### src/rtl/pv_pkg.sv
package pv_pkg;

    typedef enum logic [1:0] {
        ST_IDLE   = 2'd0,
        ST_WR_INC = 2'd1,
        ST_SCAN   = 2'd2,
        ST_WR_FIN = 2'd3
    } pv_state_e;

    localparam int          SW_W       = 16;
    localparam logic [15:0] SW_MATCH   = 16'h9000;
    localparam logic [15:0] SW_FAIL    = 16'h63C0;
    localparam logic [15:0] SW_REFUSED = 16'h6983;

endpackage

### src/rtl/pv_scan_cmp.sv
// Byte-serial PIN comparer: one byte per step, every byte always visited,
// mismatches OR-accumulated into one flag.
module pv_scan_cmp #(
    parameter int N_BYTES = 8,
    parameter int BYTE_W  = 8
) (
    input  logic                      clk,
    input  logic                      rst_n,
    input  logic                      load_i,
    input  logic                      step_i,
    input  logic [N_BYTES*BYTE_W-1:0] a_i,
    input  logic [N_BYTES*BYTE_W-1:0] b_i,
    output logic                      last_o,
    output logic                      miss_o
);
    localparam int VEC_W = N_BYTES * BYTE_W;
    localparam int IDX_W = (N_BYTES > 1) ? $clog2(N_BYTES) : 1;
    localparam logic [IDX_W-1:0] IDX_LAST = IDX_W'(N_BYTES - 1);

    typedef struct packed {
        logic [VEC_W-1:0] a;
        logic [VEC_W-1:0] b;
        logic [IDX_W-1:0] idx;
        logic             miss;
    } scan_regs_t;

    scan_regs_t           r_q, r_d;
    logic [N_BYTES-1:0]   diff_w;
    logic                 miss_now;

    for (genvar g = 0; g < N_BYTES; g++) begin : g_byte_diff
        assign diff_w[g] = |(r_q.a[g*BYTE_W +: BYTE_W] ^ r_q.b[g*BYTE_W +: BYTE_W]);
    end

    assign miss_now = r_q.miss | diff_w[r_q.idx];
    assign last_o   = (r_q.idx == IDX_LAST);
    assign miss_o   = miss_now;

    always_comb begin
        r_d = r_q;
        if (load_i) begin
            r_d.a    = a_i;
            r_d.b    = b_i;
            r_d.idx  = '0;
            r_d.miss = 1'b0;
        end else if (step_i) begin
            r_d.miss = miss_now;
            r_d.idx  = last_o ? '0 : r_q.idx + 1'b1;
        end
    end

    always_ff @(posedge clk or negedge rst_n) begin
        if (!rst_n) r_q <= '0;
        else        r_q <= r_d;
    end

endmodule

### src/rtl/pv_status_fmt.sv
// Builds the result word for a finished verification.
module pv_status_fmt #(
    parameter int CNT_W       = 4,
    parameter int RETRY_LIMIT = 3
) (
    input  logic             miss_i,
    input  logic [CNT_W-1:0] new_cnt_i,
    output logic [15:0]      word_o,
    output logic             at_limit_o
);
    import pv_pkg::*;

    localparam int REM_W = CNT_W + 1;
    localparam logic [REM_W-1:0] LIMIT_X = REM_W'(RETRY_LIMIT);

    logic [REM_W-1:0] rem_w;
    logic [3:0]       nib_w;

    always_comb begin
        rem_w      = (LIMIT_X > {1'b0, new_cnt_i}) ? (LIMIT_X - {1'b0, new_cnt_i}) : '0;
        nib_w      = (rem_w > REM_W'(15)) ? 4'hF : rem_w[3:0];
        at_limit_o = miss_i && ({1'b0, new_cnt_i} >= LIMIT_X);
        word_o     = miss_i ? (SW_FAIL | {12'h000, nib_w}) : SW_MATCH;
    end

endmodule

### src/rtl/pin_verify_guard.sv
module pin_verify_guard #(
    parameter int PIN_BYTES   = 8,
    parameter int CNT_W       = 4,
    parameter int RETRY_LIMIT = 3
) (
    input  logic                   clk,
    input  logic                   rst_n,
    input  logic                   start_i,
    input  logic [PIN_BYTES*8-1:0] pin_rx_i,
    input  logic [PIN_BYTES*8-1:0] pin_ref_i,
    input  logic [CNT_W-1:0]       cnt_stored_i,
    input  logic                   cnt_wr_ack_i,
    output logic                   cnt_wr_req_o,
    output logic [CNT_W-1:0]       cnt_wr_data_o,
    output logic [15:0]            status_o,
    output logic                   blocked_o,
    output logic                   done_o
);
    import pv_pkg::*;

    localparam logic [CNT_W-1:0] LIMIT_C = CNT_W'(RETRY_LIMIT);

    typedef struct packed {
        pv_state_e        st;
        logic [CNT_W-1:0] base;
        logic [CNT_W-1:0] wr_data;
        logic             miss;
        logic [15:0]      status;
        logic             blocked;
        logic             done;
    } ctl_regs_t;

    ctl_regs_t   r_q, r_d;
    logic        load_w, step_w, last_w, miss_w;
    logic [15:0] fin_word_w;
    logic        fin_limit_w;
    logic        idle_w;

    pv_scan_cmp #(
        .N_BYTES (PIN_BYTES),
        .BYTE_W  (8)
    ) i_scan (
        .clk    (clk),
        .rst_n  (rst_n),
        .load_i (load_w),
        .step_i (step_w),
        .a_i    (pin_rx_i),
        .b_i    (pin_ref_i),
        .last_o (last_w),
        .miss_o (miss_w)
    );

    pv_status_fmt #(
        .CNT_W       (CNT_W),
        .RETRY_LIMIT (RETRY_LIMIT)
    ) i_fmt (
        .miss_i     (r_q.miss),
        .new_cnt_i  (r_q.wr_data),
        .word_o     (fin_word_w),
        .at_limit_o (fin_limit_w)
    );

    always_comb begin
        r_d    = r_q;
        r_d.done = 1'b0;
        load_w = 1'b0;
        step_w = 1'b0;
        unique case (r_q.st)
            ST_IDLE: begin
                if (start_i) begin
                    if (cnt_stored_i >= LIMIT_C) begin
                        r_d.status  = SW_REFUSED;
                        r_d.blocked = 1'b1;
                        r_d.done    = 1'b1;
                    end else begin
                        load_w      = 1'b1;
                        r_d.base    = cnt_stored_i;
                        r_d.wr_data = cnt_stored_i + 1'b1;
                        r_d.st      = ST_WR_INC;
                    end
                end
            end
            ST_WR_INC: begin
                if (cnt_wr_ack_i) r_d.st = ST_SCAN;
            end
            ST_SCAN: begin
                step_w = 1'b1;
                if (last_w) begin
                    r_d.miss    = miss_w;
                    r_d.wr_data = miss_w ? r_q.base + 1'b1 : r_q.base;
                    r_d.st      = ST_WR_FIN;
                end
            end
            ST_WR_FIN: begin
                if (cnt_wr_ack_i) begin
                    r_d.status  = fin_word_w;
                    r_d.blocked = fin_limit_w;
                    r_d.done    = 1'b1;
                    r_d.st      = ST_IDLE;
                end
            end
            default: r_d.st = ST_IDLE;
        endcase
    end

    always_ff @(posedge clk or negedge rst_n) begin
        if (!rst_n) begin
            r_q    <= '0;
            r_q.st <= ST_IDLE;
        end else begin
            r_q <= r_d;
        end
    end

    assign idle_w        = (r_q.st == ST_IDLE);
    assign cnt_wr_req_o  = (r_q.st == ST_WR_INC) || (r_q.st == ST_WR_FIN);
    assign cnt_wr_data_o = r_q.wr_data;
    assign status_o      = r_q.status;
    assign blocked_o     = r_q.blocked;
    assign done_o        = r_q.done;

endmodule

### config.mk
export PLATFORM = sky130hd
export DESIGN_NAME = pin_verify_guard
export DESIGN_NICKNAME = d
export VERILOG_FILES = /design/src/rtl/pv_pkg.sv /design/src/rtl/pv_scan_cmp.sv /design/src/rtl/pv_status_fmt.sv /design/src/rtl/pin_verify_guard.sv
export SDC_FILE = /design/constraint.sdc
export NUM_CORES = 1
export LEC_CHECK = 0
export BUFFER_PORTS_ARGS = -buffer_cell sky130_fd_sc_hd__buf_2
export CAP_MARGIN = 40
export CORE_AREA = 2 2 121 153
export CTS_CLUSTER_SIZE = 30
export DETAILED_ROUTE_END_ITERATION = 6
export DIE_AREA = 0 0 123 155
export PLACE_DENSITY = 0.69
export SLEW_MARGIN = 25
export SYNTH_ARGS = -nofsm -noshare
export SYNTH_HDL_FRONTEND = slang
export SYNTH_SLANG_ARGS = --single-unit
### constraint.sdc
create_clock -name clk -period 2.1 [get_ports clk]
set_input_delay 0.105 -clock clk [delete_from_list [all_inputs] [get_ports clk]]
set_output_delay 0.105 -clock clk [all_outputs]
set_load 0.05 [all_outputs]
Word-level counts from Yosys, hierarchy flattened:

Index checks and enable logic that the tools add are counted.

* input port bits: 136
* latch bits: 0
* flip-flop bits (word level): 161
* output and inout port bits: 23
* memory bits (writable): 0
* ROM bits: 0
* memories: 0

* multiply operators: 0
* $add $sub $neg: 4
* shift operators: 0
* div/mod/pow operators: 0
* reductions and logical operators: 19
* equal/unequal tests: 10
* $lt $le $gt $ge: 5
* multiplexer cells: 25
* bitwise operators: 10

Operator list (number)
* $reduce_or 8->1: 8
* $xor 8x8->8: 8
* $mux 18: 3
* $pmux 18 s2: 1
* $mux 10: 2
* $mux 16: 1
* $mux 4: 4
* $mux 5: 2
* $add 4x1->4 const B: 2
* $ge 4x2->1 const B: 2
* $ne 2x2->1 const B: 4
* $pmux 2 s4: 1
* $pmux 4 s2: 1
* $reduce_and 4->1: 2
* $mux 2: 3
* $reduce_bool 2->1: 3
* $gt 5x4->1 const B: 1
* $mux 1: 5
* $reduce_and 5->1: 1
* $sub 2x4->5 const A: 1
* $eq 2x2->1 const B: 2
* $gt 2x4->1 const A: 1
* $lt 3x4->1 const B: 1
* $ne 2x1->1 const B: 2
* 12 further kinds: 12

Logic depth before layout (Yosys ltp):

Gate-level depths: netlist (run 1).

* depth after elaboration: 8
* depth in mapped cells: 9
* mapped depth without buffers: 8

Modules after synthesis:

A second synthesis (run 1) with hierarchy kept.

* cell total of the unflattened synthesis: 556
* area total of the unflattened synthesis: 7526.0 um^2

By module, submodules not included
* pv_scan_cmp: times used 1, area each 5672.9 um^2, cells each 384
* pin_verify_guard: times used 1, area each 1699.1 um^2, cells each 149
* pv_status_fmt: times used 1, area each 153.9 um^2, cells each 23

Least setup slack after synthesis (run 1):

No wires, ideal clock.

* kind: reg2reg
* from: reg r_q[27] in the netlist's numbering
* to: reg i_scan.r_q[100] in the netlist's numbering
* setup slack: 0.255 ns
* required time: 1.975 ns
* data arrival time: 1.720 ns
* cell stages (with the launch flop): 8
* clock period less this slack: 1.845 ns
* cells stage by stage: dfrtp_1 > inv_1 > ha_1 > nand2_1 > nor2_1 > clkbuf_1 > buf_2 > mux2_2

* cells in the longest elaborated chain, start to end: 2

Ends and longest elaborated chain
* start: declaration: line pin_verify_guard.sv:33 `ctl_regs_t r_q, r_d;`
* start signal: assignment: line pin_verify_guard.sv:111 `r_q <= r_d;`
* $logic_not 2->1: line pin_verify_guard.sv:68 `unique case (r_q.st)`
* $mux 1: line pin_verify_guard.sv:68
* end signal: assignment: line pv_scan_cmp.sv:54 `else r_q <= r_d;`
* end: declaration: line pv_scan_cmp.sv:27 `scan_regs_t r_q, r_d;`

Every way passes these cells.
A chain may end at the register's enable or synchronous reset.

Final worst setup path (run 1):

* from: in cnt_stored_i[0]
* to: reg r_q, in the netlist cnt_wr_data_o[3]

* cells in the longest elaborated chain, start to end: 4
* elaborated cells on any way between the ends: 7
* classes of those cells: add/sub (1); order compare (1); eq/ne (1); mux (3); reduce/logical (1)

Ends and longest elaborated chain
* start: declaration: line pin_verify_guard.sv:11 `input logic [CNT_W-1:0] cnt_stored_i,`
* $add 4x1->4: line pin_verify_guard.sv:78 `r_d.wr_data = cnt_stored_i + 1'b1;`
* $mux 10: line pin_verify_guard.sv:71 `if (cnt_stored_i >= LIMIT_C) begin`
* $mux 10: line pin_verify_guard.sv:70 `if (start_i) begin`
* $pmux 4 s2: line pin_verify_guard.sv:68

Several ways; a longest one is shown, not always the timed one. The select of a mux whose other input is x is not followed.

==> Flow_metrics.wiki, run 1 <==
{| class="wikitable"
! Metric !! Value
|-
| Status || complete, no violations
|-
| Critical Path AT || 2.30 ns
|-
| Worst max-slew margin expressed relative to the limit || 0.531
|-
| Startpoint Class || input port
|-
| Leading cell types in the layout, fill and taps excluded || buf_2 (154), dfrtp_1 (152), mux2_2 (131), dlygate4sd3_1 (131), xnor2_1 (52)
|-
| Area contributors post-synth || dfrtp_1 (55%), mux2_2 (21%), xnor2_1 (6.5%)
|-
| Sum of routed wire length over all layers || 16400 um
|-
| Count of standard-cell rows || 55
|-
| First-pass GRT wire length || 26800 um
|-
| Number of antenna-violating nets in the routed design || 0
|-
| Min Tclk post-route || 2.02 ns
|-
| Static power due to leakage || 4.38 nW
|-
| Final hold violation count || 0
|-
| Post-detailed-route wirelength per cell || 15.7 um
|-
| Setup bufs post-CTS || 0
|-
| Fraction of power consumed by the clock network || 0.231
|-
| Smallest setup slack after layout || 0.0759 ns
|-
| Area of the placeable core || 17800 um2
|-
| Most frequent standard cell in the layout excluding fill and tap cells || buf_2
|-
| GRT Util Overall || 0.180
|-
| Die footprint || 19100 um2
|-
| Num ports || 159
|-
| Detailed placer's ending HPWL || 11000 um
|-
| Power per cell area || 1290 nW/um2
|-
| Worst IR drop on VDD || 0.671 mV
|-
| Layout cell share with drive strength beyond 1 || 0.408
|-
| Area growth, synth to finish || 41.5%
|-
| Switching Power || 4.12 mW
|-
| Part of the cycle the worst path needs || 0.964
|-
| Clock slew at the register clock pins of the worst setup and hold paths || 0.06 ns
|-
| Largest net degree at the start of global routing || 75
|-
| Share of power burned in combinational logic || 0.345
|-
| TritonCTS clock tree || built
|-
| Area after DPL || 7950 um2
|-
| Post-Route Hold Slack || 0.0338 ns
|-
| Clk buf depth || 2
|-
| Non-Filler Cell Area, Final || 9850 um2
|-
| Clock skew || 0.0147 ns
|-
| Fin Setup TNS || 0 ns
|-
| Port buffer count || 155
|-
| Final GP Congestion || 0.784
|-
| TritonCTS buffer count || 17
|-
| RSZ-0062 raised after global routing || false
|-
| Endpoint class of the critical path || flip-flop
|-
| TritonCTS Sinks || 153
|-
| Height of the die || 155 um
|-
| Number of nets in the layout || 952
|-
| Number of storage elements in the synthesis netlist || 153
|-
| Number of slew-limit violations in the final report || 0
|-
| Number of cells after detailed placement || 884
|-
| CTS H-tree depth || 4
|-
| Die Span X || 123 um
|-
| Effective utilization at floorplan || 0.392
|-
| Measured slew at the worst slew-check pin || 0.703 ns
|-
| Total number of yosys warnings || 0
|-
| Post-synthesis cell count || 527
|-
| Sw Share || 0.325
|-
| Non-filler instance count after layout || 1046
|-
| Placement Setup Slack || 0.0695 ns
|-
| Top cell type by total area after synthesis || dfrtp_1
|-
| First-pass iteration count of the detailed router || 4
|-
| Via count || 5087
|-
| Overflow left after global routing || 0
|-
| Clk Tree Root Cell || clkbuf_16
|-
| Share of power burned in registers || 0.425
|-
| Final setup violation count || 0
|-
| First DRT Iteration DRCs || 205
|-
| Number of max-capacitance violations reported || 0
|-
| Proportion of netlist area held by the largest area contributor || 0.550
|-
| Start-to-end type of the worst setup path || input port to flip-flop
|-
| Remaining routing DRC violations || 0
|-
| Internal power summed over all cells || 8.55 mW
|-
| Clock latency on the worst-skew pair || 0.42 ns
|-
| Vias per Instance || 4.86
|-
| Per-instance average area after synthesis || 13.2 um2
|-
| Worst-path fanout max || 4
|-
| Antenna violations before repair || 1
|-
| Post-synth design cell area || 6960 um2
|-
| Upper clock frequency limit || 494 MHz
|-
| Register area share after synthesis || 0.550
|-
| CP Data Required Time || 2.37 ns
|-
| Min-delay worst type || input port to flip-flop
|-
| Vias in the first global route || 5633
|-
| Count of different cell masters after synthesis || 37
|}
==> flip-flops by register name (all words and copies together) (netlist names) <==
name and flops:
blocked_o 1, cnt_wr_data_o 4, done_o 1, i_scan.r_q 132, r_q 7, status_o 8
==> per-stage QoR <==
stage | util | power, mW
after floorplan | - | 8.55
after global placement | 0.448 | 9.32
after detailed placement | 0.448 | 9.58
after CTS | 0.553 | 12.7
after global routing | 0.555 | 13.5
final | 0.555 | 12.7
==> power by group through the flow <==
stage | Combinational [mW] | Clock, mW | Sequential, mW
finish | 4.37 | 2.92 | 5.38
global route | 4.79 | 3.11 | 5.56
CTS | 4.37 | 3.00 | 5.37
detailed placement | 4.15 | 0 | 5.43
global placement | 4.01 | 0 | 5.31
floorplan | 3.37 | 0 | 5.18
==> area by class of cell <==
type                    count  area, um2
well taps                 228        285
clock buffers              22        464
repair buffers            299       2250
fillers                  1466       7900
clock inverters             7       96.3
flip-flops and latches    153       3830
diodes                      1       2.50
multi-input cells         326       2880
inverters                  10       37.5
==> metal layers <==
metal  share of wire  global-route usage  vias to the layer above
li1                -                   -                     2389
met5               0                   0                        -
met3           0.037              0.0418                       31
met4           0.026              0.0758                        0
met2            0.54               0.328                      144
met1            0.39               0.198                     2523
==> critical path: stages <==
cell	delay, ns
dlygate4sd3_1	0.54
buf_2	0.14
ha_1	0.18
or3_1	0.39
o21ai_1	0.16
buf_4	0.15
nand2_1	0.10
o21a_1	0.21
a31oi_1	0.18
o211ai_1	0.14
==> final timing paths <==
check	from	endpoint	slack (ns)	depth (start not counted)
max in group asynchronous	rst_n	r_q[26]	1.12	3
min in group asynchronous	rst_n	i_scan.r_q[107]	0.29	2
min	start_i	done_o	0.03	3
min reg2reg	status_o[11]	status_o[11]	0.48	1
max	cnt_stored_i[0]	cnt_wr_data_o[3]	0.08	10
max reg2reg	i_scan.r_q[0]	cnt_wr_data_o[1]	0.10	6
==> synthesized netlist by cell type <==
| library cell | count |
|---|---|
| inv_1 | 10 |
| a21o_1 | 2 |
| nand2b_1 | 4 |
| nand3_1 | 10 |
| xor2_1 | 12 |
| a21oi_1 | 8 |
| nand4b_1 | 2 |
| mux2_2 | 131 |
| dfrtp_1 | 153 |
| nand4_1 | 11 |
| or3_1 | 2 |
| a32o_1 | 2 |
| o31ai_1 | 1 |
| nor3_1 | 9 |
| nor2b_1 | 5 |
| or4_4 | 1 |
| nor4_1 | 4 |
| nand2_1 | 16 |
| or4b_1 | 2 |
| buf_2 | 16 |
| o41ai_1 | 1 |
| mux2i_1 | 2 |
| conb_1 | 1 |
| xnor2_1 | 52 |
| buf_4 | 20 |
| or4_1 | 1 |
| o21a_1 | 2 |
| or4b_4 | 1 |
| o311ai_2 | 1 |
| a21boi_0 | 1 |
| nor4b_1 | 2 |
| nor2_1 | 14 |
| o21ai_0 | 8 |
| a31oi_1 | 3 |
| ha_1 | 9 |
| o211ai_1 | 4 |
| clkbuf_1 | 4 |
==> cell families (layout without fill, tap and decap cells) <==
family / Yosys count / after routing / share of synthesized area
xor+xnor: 64 / 64 / 0.0805
fa+ha+maj: 9 / 9 / 0.0162
other cells: 1 / 4 / 0.000539
buf+inv: 50 / 338 / 0.0406
compound gates: 33 / 33 / 0.0315
flops: 153 / 153 / 0.550
mux: 133 / 133 / 0.215
simple gates: 84 / 84 / 0.0658
==> timing repair <==
| item | in CTS | in global routing |
|---|---|---|
| hold buffers | 131 | 0 |
| setup endpoints to repair | 0 | 23 |
| gates resized for setup | 0 | 6 |
| hold endpoints to repair | 201 | 0 |
No activity file was read; power rests on OpenSTA's default activity.
==> inputs of run 2 (changes only) <==
--- a/config.mk
+++ b/config.mk
@@ -5,7 +5,7 @@
 export SDC_FILE = /design/constraint.sdc
 export NUM_CORES = 1
 export LEC_CHECK = 0
-export BUFFER_PORTS_ARGS = -buffer_cell sky130_fd_sc_hd__buf_2
+export BUFFER_PORTS_ARGS = -buffer_cell sky130_fd_sc_hd__clkbuf_2
 export CAP_MARGIN = 40
 export CORE_AREA = 2 2 121 153
 export CTS_CLUSTER_SIZE = 30
==> run 2 against run 1 <==
Against the previous run: sequential cell count unchanged; largest power group unchanged; via count increased by 0.24%; clock power decreased by 1%; maximum frequency increased by 1.1%; sequential power about the same; hold slack got worse by 0.014 ns; die area unchanged; core utilization decreased by 0.23 points; critical path type unchanged; first-iteration DRC count decreased by 29%; count of clock-buffer cells in the layout decreased by 2; wire length increased by 1.7%; final cell count unchanged.
==> Flow_metrics.wiki, run 2 (same netlist as run 1, synthesis figures left out) <==
{| class="wikitable"
! Metric !! Value
|-
| Clock latency on the worst-skew pair || 0.42 ns (about the same)
|-
| Post-Route Hold Slack || 0.0200 ns (-0.0139 ns)
|-
| Delay of the slowest cell on the worst path || 0.53 ns (about the same)
|-
| Vias in the first global route || 5760 (+2.3%)
|-
| Die Span X || 123 um (unchanged)
|-
| Layout fillers || 1434 (-2.2%)
|-
| Power per cell area || 1290 nW/um2 (about the same)
|-
| Multi-input combinational cell area || 2880 um2 (-0.13%)
|-
| Effective utilization at floorplan || 0.392 (unchanged)
|-
| Area growth, synth to finish || 40.9%
|-
| TritonCTS Sinks || 153 (unchanged)
|-
| Cell with the largest stage delay on the worst path || dlygate4sd3_1
|-
| Detailed placer's ending HPWL || 11300 um (+3.4%)
|-
| Crit-path leading delay family || buffers and inverters
|-
| GRT Util Overall || 0.186 (+0.00520)
|-
| Critical Path AT || 2.30 ns (about the same)
|-
| Min Tclk post-route || 2.00 ns (-0.0222 ns)
|-
| Final setup violation count || 0 (unchanged)
|-
| Fin Setup TNS || 0 ns (unchanged)
|-
| Via count || 5099 (+0.24%)
|-
| Layout cell share with drive strength beyond 1 || 0.409 (+0.00122)
|-
| Clk buf depth || 2 (unchanged)
|-
| Area of the placeable core || 17800 um2 (unchanged)
|-
| Largest net degree at the start of global routing || 57 (-24%)
|-
| Antenna violations before repair || 1 (unchanged)
|-
| Static power due to leakage || 4.39 nW (+0.16%)
|-
| Sum of routed wire length over all layers || 16700 um (+1.7%)
|-
| Placement Setup Slack || 0.0636 ns (-0.00588 ns)
|-
| Status || complete, no violations
|-
| Number of nets in the layout || 950 (-0.21%)
|-
| Die footprint || 19100 um2 (unchanged)
|-
| Setup slack of the worst register-to-register path || 0.11 ns (about the same)
|-
| Total power after layout || 12.6 mW (-0.31%)
|-
| Num ports || 159 (unchanged)
|-
| Number of slew-limit violations in the final report || 0 (unchanged)
|-
| Count of standard-cell rows || 55 (unchanged)
|-
| Part of the cycle the worst path needs || 0.953 (-0.0106)
|-
| Vias per Instance || 4.87 (+0.24%)
|-
| Startpoint Class || input port
|-
| Reg area || 3830 um2 (about the same)
|-
| Min-delay worst type || input port to flip-flop
|-
| Area after DPL || 7930 um2 (-0.25%)
|-
| Clock skew || 0.00744 ns (-0.00724 ns)
|-
| Setup bufs post-CTS || 0 (unchanged)
|-
| First DRT Iteration DRCs || 145 (-29%)
|-
| Number of antenna-violating nets in the routed design || 0 (unchanged)
|-
| Upper clock frequency limit || 500 MHz (+1.1%)
|-
| Start-to-end type of the worst setup path || input port to flip-flop
|-
| Endpoint class of the critical path || flip-flop
|-
| First-pass iteration count of the detailed router || 4 (unchanged)
|-
| Non-Filler Cell Area, Final || 9810 um2 (-0.41%)
|-
| Clk Tree Root Cell || clkbuf_16
|-
| Bufs and invs on worst path || 3 (unchanged)
|-
| Most flops, register || i_scan.r_q
|-
| Final GP Congestion || 0.785 (+0.18%)
|-
| Worst-path fanout max || 48 (+44)
|-
| Final hold violation count || 0 (unchanged)
|-
| First-pass GRT wire length || 27400 um (+2.0%)
|-
| Port buffer count || 155 (unchanged)
|-
| Height of the die || 155 um (unchanged)
|-
| Smallest setup slack after layout || 0.0981 ns (+0.0222 ns)
|-
| Overflow left after global routing || 0 (unchanged)
|-
| CTS H-tree depth || 4 (unchanged)
|-
| Remaining routing DRC violations || 0 (unchanged)
|-
| Most frequent standard cell in the layout excluding fill and tap cells || clkbuf_2
|-
| TritonCTS clock tree || built
|-
| CP Data Required Time || 2.40 ns (+0.03 ns)
|-
| TritonCTS buffer count || 17 (unchanged)
|-
| Number of max-capacitance violations reported || 0 (unchanged)
|-
| Measured slew at the worst slew-check pin || 0.720 ns (+0.0166 ns)
|-
| Clock slew at the register clock pins of the worst setup and hold paths || 0.06 ns (about the same)
|-
| Post-detailed-route wirelength per cell || 16.0 um (+1.7%)
|-
| Worst max-slew margin expressed relative to the limit || 0.516 (-0.0155)
|-
| Leading cell types in the layout, fill and taps excluded || clkbuf_2 (154), dfrtp_1 (153), mux2_2 (131), dlygate4sd3_1 (131), xnor2_1 (52)
|-
| Worst IR drop on VDD || 0.615 mV (-8.3%)
|-
| RSZ-0062 raised after global routing || false
|-
| Flip-flop count of the largest register after layout || 132 (unchanged)
|-
| Chain of cells forming the critical path || dlygate4sd3_1, clkbuf_2, ha_1, or3_1, nor2_4, buf_12, mux2_2
|}
-- run 2: path summary, 6_finish.rpt --
check	startpoint	endpoint	depth (start not counted)
max in group asynchronous	rst_n	status_o[9]	3
setup reg to reg	i_scan.r_q[113]	cnt_wr_data_o[1]	6
hold reg to reg	status_o[11]	status_o[11]	1
min in group asynchronous	rst_n	i_scan.r_q[48]	2
setup / recovery	cnt_stored_i[0]	i_scan.r_q[11]	7
hold / removal	cnt_wr_ack_i	status_o[12]	3
-- run 2: report_power, final --
part / switching (mW) / leakage, nW / internal [mW]
logic: 1.98 / 2.25 / 2.40
registers: 1.03 / 1.87 / 4.35
clock network: 1.19 / 0.264 / 1.68
-- run 2: final cells by class --
type	count	area share
diodes	1	0.000255
clock buffers	20	0.0466
clock inverters	11	0.00995
inverters	10	0.00383
multi-input cells	326	0.293
flip-flops and latches	153	0.390
well taps	228	0.0291
repair buffers	297	0.227
-- run 2: routing by layer --
metal,global-route usage,wire [um],vias to the layer above,share of wire
met2,0.331,8950,157,0.54
li1,-,-,2382,-
met4,0.0942,694,0,0.042
met1,0.205,6410,2509,0.38
met3,0.0403,661,51,0.040
met5,0,0,-,0
-- run 2: through the flow --
step                      instances  utilization
after floorplan                 529            -
after global placement          883        0.447
after detailed placement        883        0.447
after CTS                      1045        0.552
after global routing           1046        0.553
final                          1046        0.553
-- run 2: timing repair --
action                     4_1_cts  5_1_grt
hold buffers                   131        0
resized for setup                0        3
setup endpoints to repair        0        3
hold endpoints to repair       182        0
-- run 2: worst min-delay path: cells and delay by family --
kind            cells  cell delay, ns
buf+inv             1            0.11
simple gates        1            0.10
compound gates      1            0.08
